File: config.mk
export PLATFORM = sky130hd
export DESIGN_NAME = sar_engine
export DESIGN_NICKNAME = d
export VERILOG_FILES = /design/src/rtl/sar_pkg.sv /design/src/rtl/sar_ctrl.sv /design/src/rtl/sar_datapath.sv /design/src/rtl/sar_engine.sv
export SDC_FILE = /design/constraint.sdc
export NUM_CORES = 1
export LEC_CHECK = 0
export ABC_AREA = 1
export BUFFER_PORTS_ARGS = -buffer_cell sky130_fd_sc_hd__clkbuf_2
export CORE_MARGIN = 2
export CORE_UTILIZATION = 53
export CTS_CLUSTER_SIZE = 8
export DETAILED_ROUTE_END_ITERATION = 16
export PLACE_DENSITY = 0.77
export SLEW_MARGIN = 0
export SYNTH_ARGS = -nofsm -noshare
export SYNTH_HDL_FRONTEND = slang
export SYNTH_SLANG_ARGS = --single-unit
File: constraint.sdc
create_clock -name clk -period 3.9 [get_ports clk]
set_input_delay 0.78 -clock clk [delete_from_list [all_inputs] [get_ports clk]]
set_output_delay 0.78 -clock clk [all_outputs]
set_load 0.02 [all_outputs]
File: src/rtl/sar_pkg.sv
package sar_pkg;
  // Upper bound on the resolution; sizes the bit index carried in the strobes.
  localparam int SAR_MAX_BITS = 16;
  localparam int SAR_IDX_W    = $clog2(SAR_MAX_BITS);

  // Per-cycle commands from the sequencer to the datapath.
  typedef struct packed {
    logic                 clrTrial;  // wipe the trial register
    logic                 setBit;    // raise trial bit bitIdx
    logic                 decide;    // drop trial bit bitIdx if the comparator says too high
    logic                 loadRes;   // copy trial into the result register
    logic                 zeroRes;   // with loadRes: load zero instead (dummy run)
    logic [SAR_IDX_W-1:0] bitIdx;
  } sar_strobe_t;
endpackage

File: src/rtl/sar_ctrl.sv
module sar_ctrl
  import sar_pkg::*;
#(
  parameter int WIDTH       = 12,
  parameter int SYNC_STAGES = 2,
  parameter int SETTLE_CYC  = 2,
  parameter int LOAD_CYC    = 2
) (
  input  logic        clk,
  input  logic        rstN,
  input  logic        startIn,
  input  logic        modeIn,
  input  logic        rdN,
  output sar_strobe_t strb,
  output logic        busyN,
  output logic        resultValid,
  output logic        sleepOut
);
  localparam int TRIAL_CYC = 2 * WIDTH;
  localparam int TOTAL_CYC = SETTLE_CYC + TRIAL_CYC + LOAD_CYC;
  localparam int LOAD_AT   = SETTLE_CYC + TRIAL_CYC;
  localparam int LAST_CYC  = TOTAL_CYC - 1;
  localparam int CNT_W     = $clog2(TOTAL_CYC);

  typedef enum logic [1:0] {ST_IDLE, ST_CONV, ST_SLEEP} state_t;

  state_t               state;
  logic [SYNC_STAGES:0] syncQ;
  logic [CNT_W-1:0]     cnt;
  logic [CNT_W-1:0]     phase;
  logic                 dummyPend;
  logic                 startEdge;
  logic                 inTrial;
  logic                 lastCyc;

  // Top bit of syncQ is the history flop used for edge detection.
  assign startEdge = syncQ[SYNC_STAGES-1] & ~syncQ[SYNC_STAGES];
  assign lastCyc   = (cnt == CNT_W'(LAST_CYC));

  always_ff @(posedge clk) begin
    if (!rstN) begin
      syncQ       <= '0;
      state       <= ST_IDLE;
      cnt         <= '0;
      dummyPend   <= 1'b0;
      resultValid <= 1'b0;
    end else begin
      syncQ <= {syncQ[SYNC_STAGES-1:0], startIn};
      case (state)
        ST_IDLE: begin
          if (!modeIn && rdN) begin
            state       <= ST_SLEEP;
            resultValid <= 1'b0;
          end else if (startEdge) begin
            state <= ST_CONV;
            cnt   <= '0;
          end
        end
        ST_CONV: begin
          if (lastCyc) begin
            state       <= ST_IDLE;
            resultValid <= ~dummyPend;
            dummyPend   <= 1'b0;
          end else begin
            cnt <= cnt + 1'b1;
          end
        end
        ST_SLEEP: begin
          if (modeIn) begin
            state     <= ST_IDLE;
            dummyPend <= 1'b1;
          end
        end
        default: state <= ST_IDLE;
      endcase
    end
  end

  assign busyN    = (state != ST_CONV);
  assign sleepOut = (state == ST_SLEEP);

  always_comb begin
    phase   = cnt - CNT_W'(SETTLE_CYC);
    inTrial = (state == ST_CONV) && (cnt >= CNT_W'(SETTLE_CYC)) && (cnt < CNT_W'(LOAD_AT));
    strb.clrTrial = (state == ST_CONV) && (cnt == '0);
    strb.setBit   = inTrial && !phase[0];
    strb.decide   = inTrial && phase[0];
    strb.loadRes  = (state == ST_CONV) && (cnt == CNT_W'(LOAD_AT));
    strb.zeroRes  = dummyPend;
    strb.bitIdx   = inTrial ? SAR_IDX_W'(WIDTH - 1 - int'(phase[CNT_W-1:1])) : '0;
  end

  AST_HOLD_BUSY: assert property (@(posedge clk) disable iff (!rstN)
    (!busyN && !lastCyc) |=> !busyN);
  AST_END_ON_TIME: assert property (@(posedge clk) disable iff (!rstN)
    (!busyN && lastCyc) |=> busyN);
  AST_NO_WAKE_START: assert property (@(posedge clk) disable iff (!rstN)
    sleepOut |=> busyN);
  AST_SLEEP_FROM_IDLE: assert property (@(posedge clk) disable iff (!rstN)
    $rose(sleepOut) |-> $past(busyN));
  AST_VALID_AT_END: assert property (@(posedge clk) disable iff (!rstN)
    $rose(resultValid) |-> $rose(busyN));
endmodule

File: src/rtl/sar_datapath.sv
module sar_datapath
  import sar_pkg::*;
#(
  parameter int WIDTH = 12
) (
  input  logic             clk,
  input  logic             rstN,
  input  sar_strobe_t      strb,
  input  logic             cmpHigh,
  output logic [WIDTH-1:0] trialCode,
  output logic [WIDTH-1:0] resultCode
);
  logic [WIDTH-1:0] trialQ;
  logic [WIDTH-1:0] resultQ;

  for (genvar b = 0; b < WIDTH; b++) begin : g_trialBit
    logic hit;
    assign hit = (strb.bitIdx == SAR_IDX_W'(b));
    always_ff @(posedge clk) begin
      if (!rstN)                           trialQ[b] <= 1'b0;
      else if (strb.clrTrial)              trialQ[b] <= 1'b0;
      else if (strb.setBit && hit)         trialQ[b] <= 1'b1;
      else if (strb.decide && hit && cmpHigh) trialQ[b] <= 1'b0;
    end
  end

  always_ff @(posedge clk) begin
    if (!rstN)             resultQ <= '0;
    else if (strb.loadRes) resultQ <= strb.zeroRes ? '0 : trialQ;
  end

  assign trialCode  = trialQ;
  assign resultCode = resultQ;

  AST_DECIDE_AFTER_SET: assert property (@(posedge clk) disable iff (!rstN)
    strb.decide |-> trialQ[strb.bitIdx]);
  AST_SET_FROM_CLEAR: assert property (@(posedge clk) disable iff (!rstN)
    strb.setBit |=> trialQ[$past(strb.bitIdx)]);
endmodule

File: src/rtl/sar_engine.sv
module sar_engine
  import sar_pkg::*;
#(
  parameter int WIDTH = 12
) (
  input  logic             clk,
  input  logic             rstN,
  input  logic             startIn,
  input  logic             csN,
  input  logic             rdN,
  input  logic             modeIn,
  input  logic             cmpHigh,
  output logic [WIDTH-1:0] trialCode,
  output logic             busyN,
  output logic [WIDTH-1:0] dataOut,
  output logic             dataOe,
  output logic             resultValid,
  output logic             sleepOut
);
  sar_strobe_t      strb;
  logic [WIDTH-1:0] resultCode;

  sar_ctrl #(.WIDTH(WIDTH)) u_ctrl (
    .clk(clk), .rstN(rstN), .startIn(startIn), .modeIn(modeIn), .rdN(rdN),
    .strb(strb), .busyN(busyN), .resultValid(resultValid), .sleepOut(sleepOut)
  );

  sar_datapath #(.WIDTH(WIDTH)) u_dp (
    .clk(clk), .rstN(rstN), .strb(strb), .cmpHigh(cmpHigh),
    .trialCode(trialCode), .resultCode(resultCode)
  );

  assign dataOe  = !csN && !rdN && busyN;
  assign dataOut = dataOe ? resultCode : '0;

  AST_BUS_QUIET_BUSY: assert property (@(posedge clk) disable iff (!rstN)
    !busyN |-> !dataOe);
  AST_SLEEP_NOT_BUSY: assert property (@(posedge clk) disable iff (!rstN)
    sleepOut |-> busyN);
endmodule

==> flow_summary.ini <==
[run_status]
outcome = completed

[setup_path]
critPathKind = register to primary output
startpoint = u_ctrl.state[1]$_SDFFE_PN0P_
endpoint = dataOut[0]
worstPathRequired_ns = 3.12
worstPathCellList = nor2_8 > nor3_1 > inv_1 > nor2_1 > clkbuf_2
regToRegEndpoint = u_dp.trialCode[11]$_SDFFE_PP0P_
crit_arrival_ns = 1.72
timing.rr.start = u_ctrl.cnt[1]$_SDFFE_PN0P_
cp_max_fo = 12
worst-r2r-setup-slack_ns = 1.83
reg2regPathDepth = 8
end_kind = primary output
startpoint_type = register
slowest_stage = dfxtp_1
max_stage_delay_ns = 0.49

[cells_and_area]
antennaDiodeCount = 0
fin_nets = 301
fillers = 333
areaGrowthSynthToFinish_pct = 14.5
drive_above_1_share_pct = 20.1

[die]
dieArea_um2 = 4010
coreArea_um2 = 3360
start_util_pct = 55.5
rows = 21
die-width_um = 63.4
io_pins = 35
fp.dieH_um = 63.4

[sta]
worst_pin_slew_ns = 0.631
period_share_pct = 64.1
fin_hold_ws_ns = 0.430
tns_ns = 0
final-hold-violation-count = 0
relSlewSlack_pct = 57.9
post-route-min-period_ns = 2.50
finClkSkew_ns = 0.0123
slew_viol_final = 0
rsz0062_at_grt = no
setup_viol = 0
fmax_mhz = 400

[logic_synthesis]
synth_top_area_cell = dfxtp_1
ys_top_cells_by_count = nand2_1, dfxtp_1, a21oi_1
synth-async-reset-ratio_pct = 0
synth_cell_types = 27
synth.most_common_cell = nand2_1
synth_area_leaders = dfxtp_1, nand2_1, a21oi_1
synth_edf_count = 0
yosysSeqAreaShare_pct = 38.6
synth_ff_type = dfxtp_1
avgSynthCellArea_um2 = 7.26
synth_top_area_share_pct = 38.6
yosys_warnings = 0
synth_area_um2 = 1870
syn_nets = 270
netlist_instances = 257
ys_seq_elements = 36

[placed_design]
portBuffers = 34
gp_congestion = 0.806
hpwl_mm = 2.84

[global_routing]
grt_max_degree = 25
grt_util_all_layers_pct = 21.4
grt_pass1_vias = 1531
grt_pass1_wl_mm = 6.82
antenna_found_initial = 0
grt-ovfl-total = 0

[pwr]
p_leak_nw = 0.900
p_seq_share_pct = 51.9
total_power_uw = 729
p_sw_uw = 170
p_int_uw = 559
pwr-share-comb_pct = 7.6
p_clk_share_pct = 40.5
switching_share_pct = 23.3
ir_drop_uv = 342
p_per_area_nw_per_um2 = 341

[clocking]
clk_latency_ns = 0.35
ctsResizeCount = 0
numClockSinks = 36
cts_setup_buffers = 0
clk_pin_slew_ns = 0.10
tritoncts = built
clockRootBuffer = clkbuf_4
cts_buffers = 5
ctsHoldBuffers = 0
clock_path_buffers = 2
h-tree-depth = 2

[run]
maxCapViolCount = 0

[detailed_routing]
routed_wl_mm = 3.91
dr.pass1.iters = 5
viasPerCell = 5.26
dr_total_vias = 1763
dr.first_iter.drc_count = 90
ant_nets = 0
drc_errors = 0
wl_per_cell_um = 11.7

[hold_path]
hold_path_class = register to register
==> how the worst min path moves through the flow <==
stage	startpoint	end	slack, ns	depth (start not counted)
final	u_ctrl.syncQ[0]$_SDFF_PN0_	u_ctrl.syncQ[1]$_SDFF_PN0_	0.43	2
after floorplan	u_ctrl.syncQ[0]$_SDFF_PN0_	u_ctrl.syncQ[1]$_SDFF_PN0_	0.39	2
after global routing	u_ctrl.syncQ[1]$_SDFF_PN0_	u_ctrl.syncQ[2]$_SDFF_PN0_	0.47	2
after detailed placement	u_ctrl.syncQ[0]$_SDFF_PN0_	u_ctrl.syncQ[1]$_SDFF_PN0_	0.41	2
after CTS	u_ctrl.syncQ[1]$_SDFF_PN0_	u_ctrl.syncQ[2]$_SDFF_PN0_	0.43	2
after global placement	u_ctrl.syncQ[0]$_SDFF_PN0_	u_ctrl.syncQ[1]$_SDFF_PN0_	0.41	2
==> critical path: cells and delay by family (launching register included) <==
kind                   cells  cell delay (ns)
buffers and inverters      2             0.42
DFF                        1             0.49
and+or+nand+nor            3             0.47
==> area by class of cell <==
cell class,instances,area [um2],area share [%]
Multi-Input combinational cell,175,952,44.6
Sequential cell,36,721,33.7
Timing Repair Buffer,35,178,8.31
Inverter,35,134,6.26
Clock buffer,7,65.1,3.04
Tap cell,46,57.6,2.69
Clock inverter,1,30.0,1.41
==> cell usage in the layout (no fill, tap or decap), drive strengths merged, types with 3 or more instances in the layout <==
cell | synthesis | routed
nand4 | 5 | 5
a21oi | 32 | 32
nand3 | 27 | 27
nor3 | 4 | 4
inv | 34 | 34
a211oi | 12 | 12
clkbuf | 5 | 41
ha | 6 | 6
nor2 | 35 | 35
xor2 | 3 | 3
dfxtp | 36 | 36
o21ai | 6 | 6
nand2 | 44 | 44
==> metal layers <==
layer	vias up	global-route usage, %	share of wire, %
met5	-	0	0
met3	4	6.07	6.0
met4	0	9.51	1.6
li1	906	-	-
met2	55	32.9	45
met1	798	27.8	47
==> power groups by stage <==
stage | logic, mW | clock network, mW | registers (mW)
2_1_floorplan | 0.0387 | 0 | 0.387
3_3_place_gp | 0.0536 | 0 | 0.387
3_5_place_dp | 0.0543 | 0 | 0.387
4_1_cts | 0.0555 | 0.299 | 0.378
5_1_grt | 0.0621 | 0.320 | 0.379
6_report | 0.0554 | 0.295 | 0.378
==> through the flow <==
stage	instances	utilization (%)	area, um2	setup slack (ns)
2_1_floorplan	257	-	1870	1.12
3_3_place_gp	327	60.7	2040	1.50
3_5_place_dp	327	60.7	2040	1.43
4_1_cts	335	63.5	2140	1.40
5_1_grt	335	63.5	2140	1.26
6_report	335	63.5	2140	1.40
==> state kept, by name, indices dropped and copies added (netlist names) <==
signal              cells
u_dp.trialCode         12
u_ctrl.syncQ            3
u_dp.resultCode        12
u_ctrl.resultValid      1
u_ctrl.state            2
u_ctrl.cnt              5
u_ctrl.dummyPend        1
==> kinds of logic (layout without fill, tap and decap cells) <==
logic type | count (synthesis) | in the layout | share of synthesized area (%)
AOI/OAI and AO/OA | 50 | 50 | 15.2
buffers and inverters | 46 | 78 | 10.4
and+or+nand+nor | 115 | 115 | 29.9
DFF | 36 | 36 | 38.6
adders and majority gates | 6 | 6 | 4.02
xor gates and xnor gates | 4 | 4 | 1.88
Power figures use the tool's default switching activity.
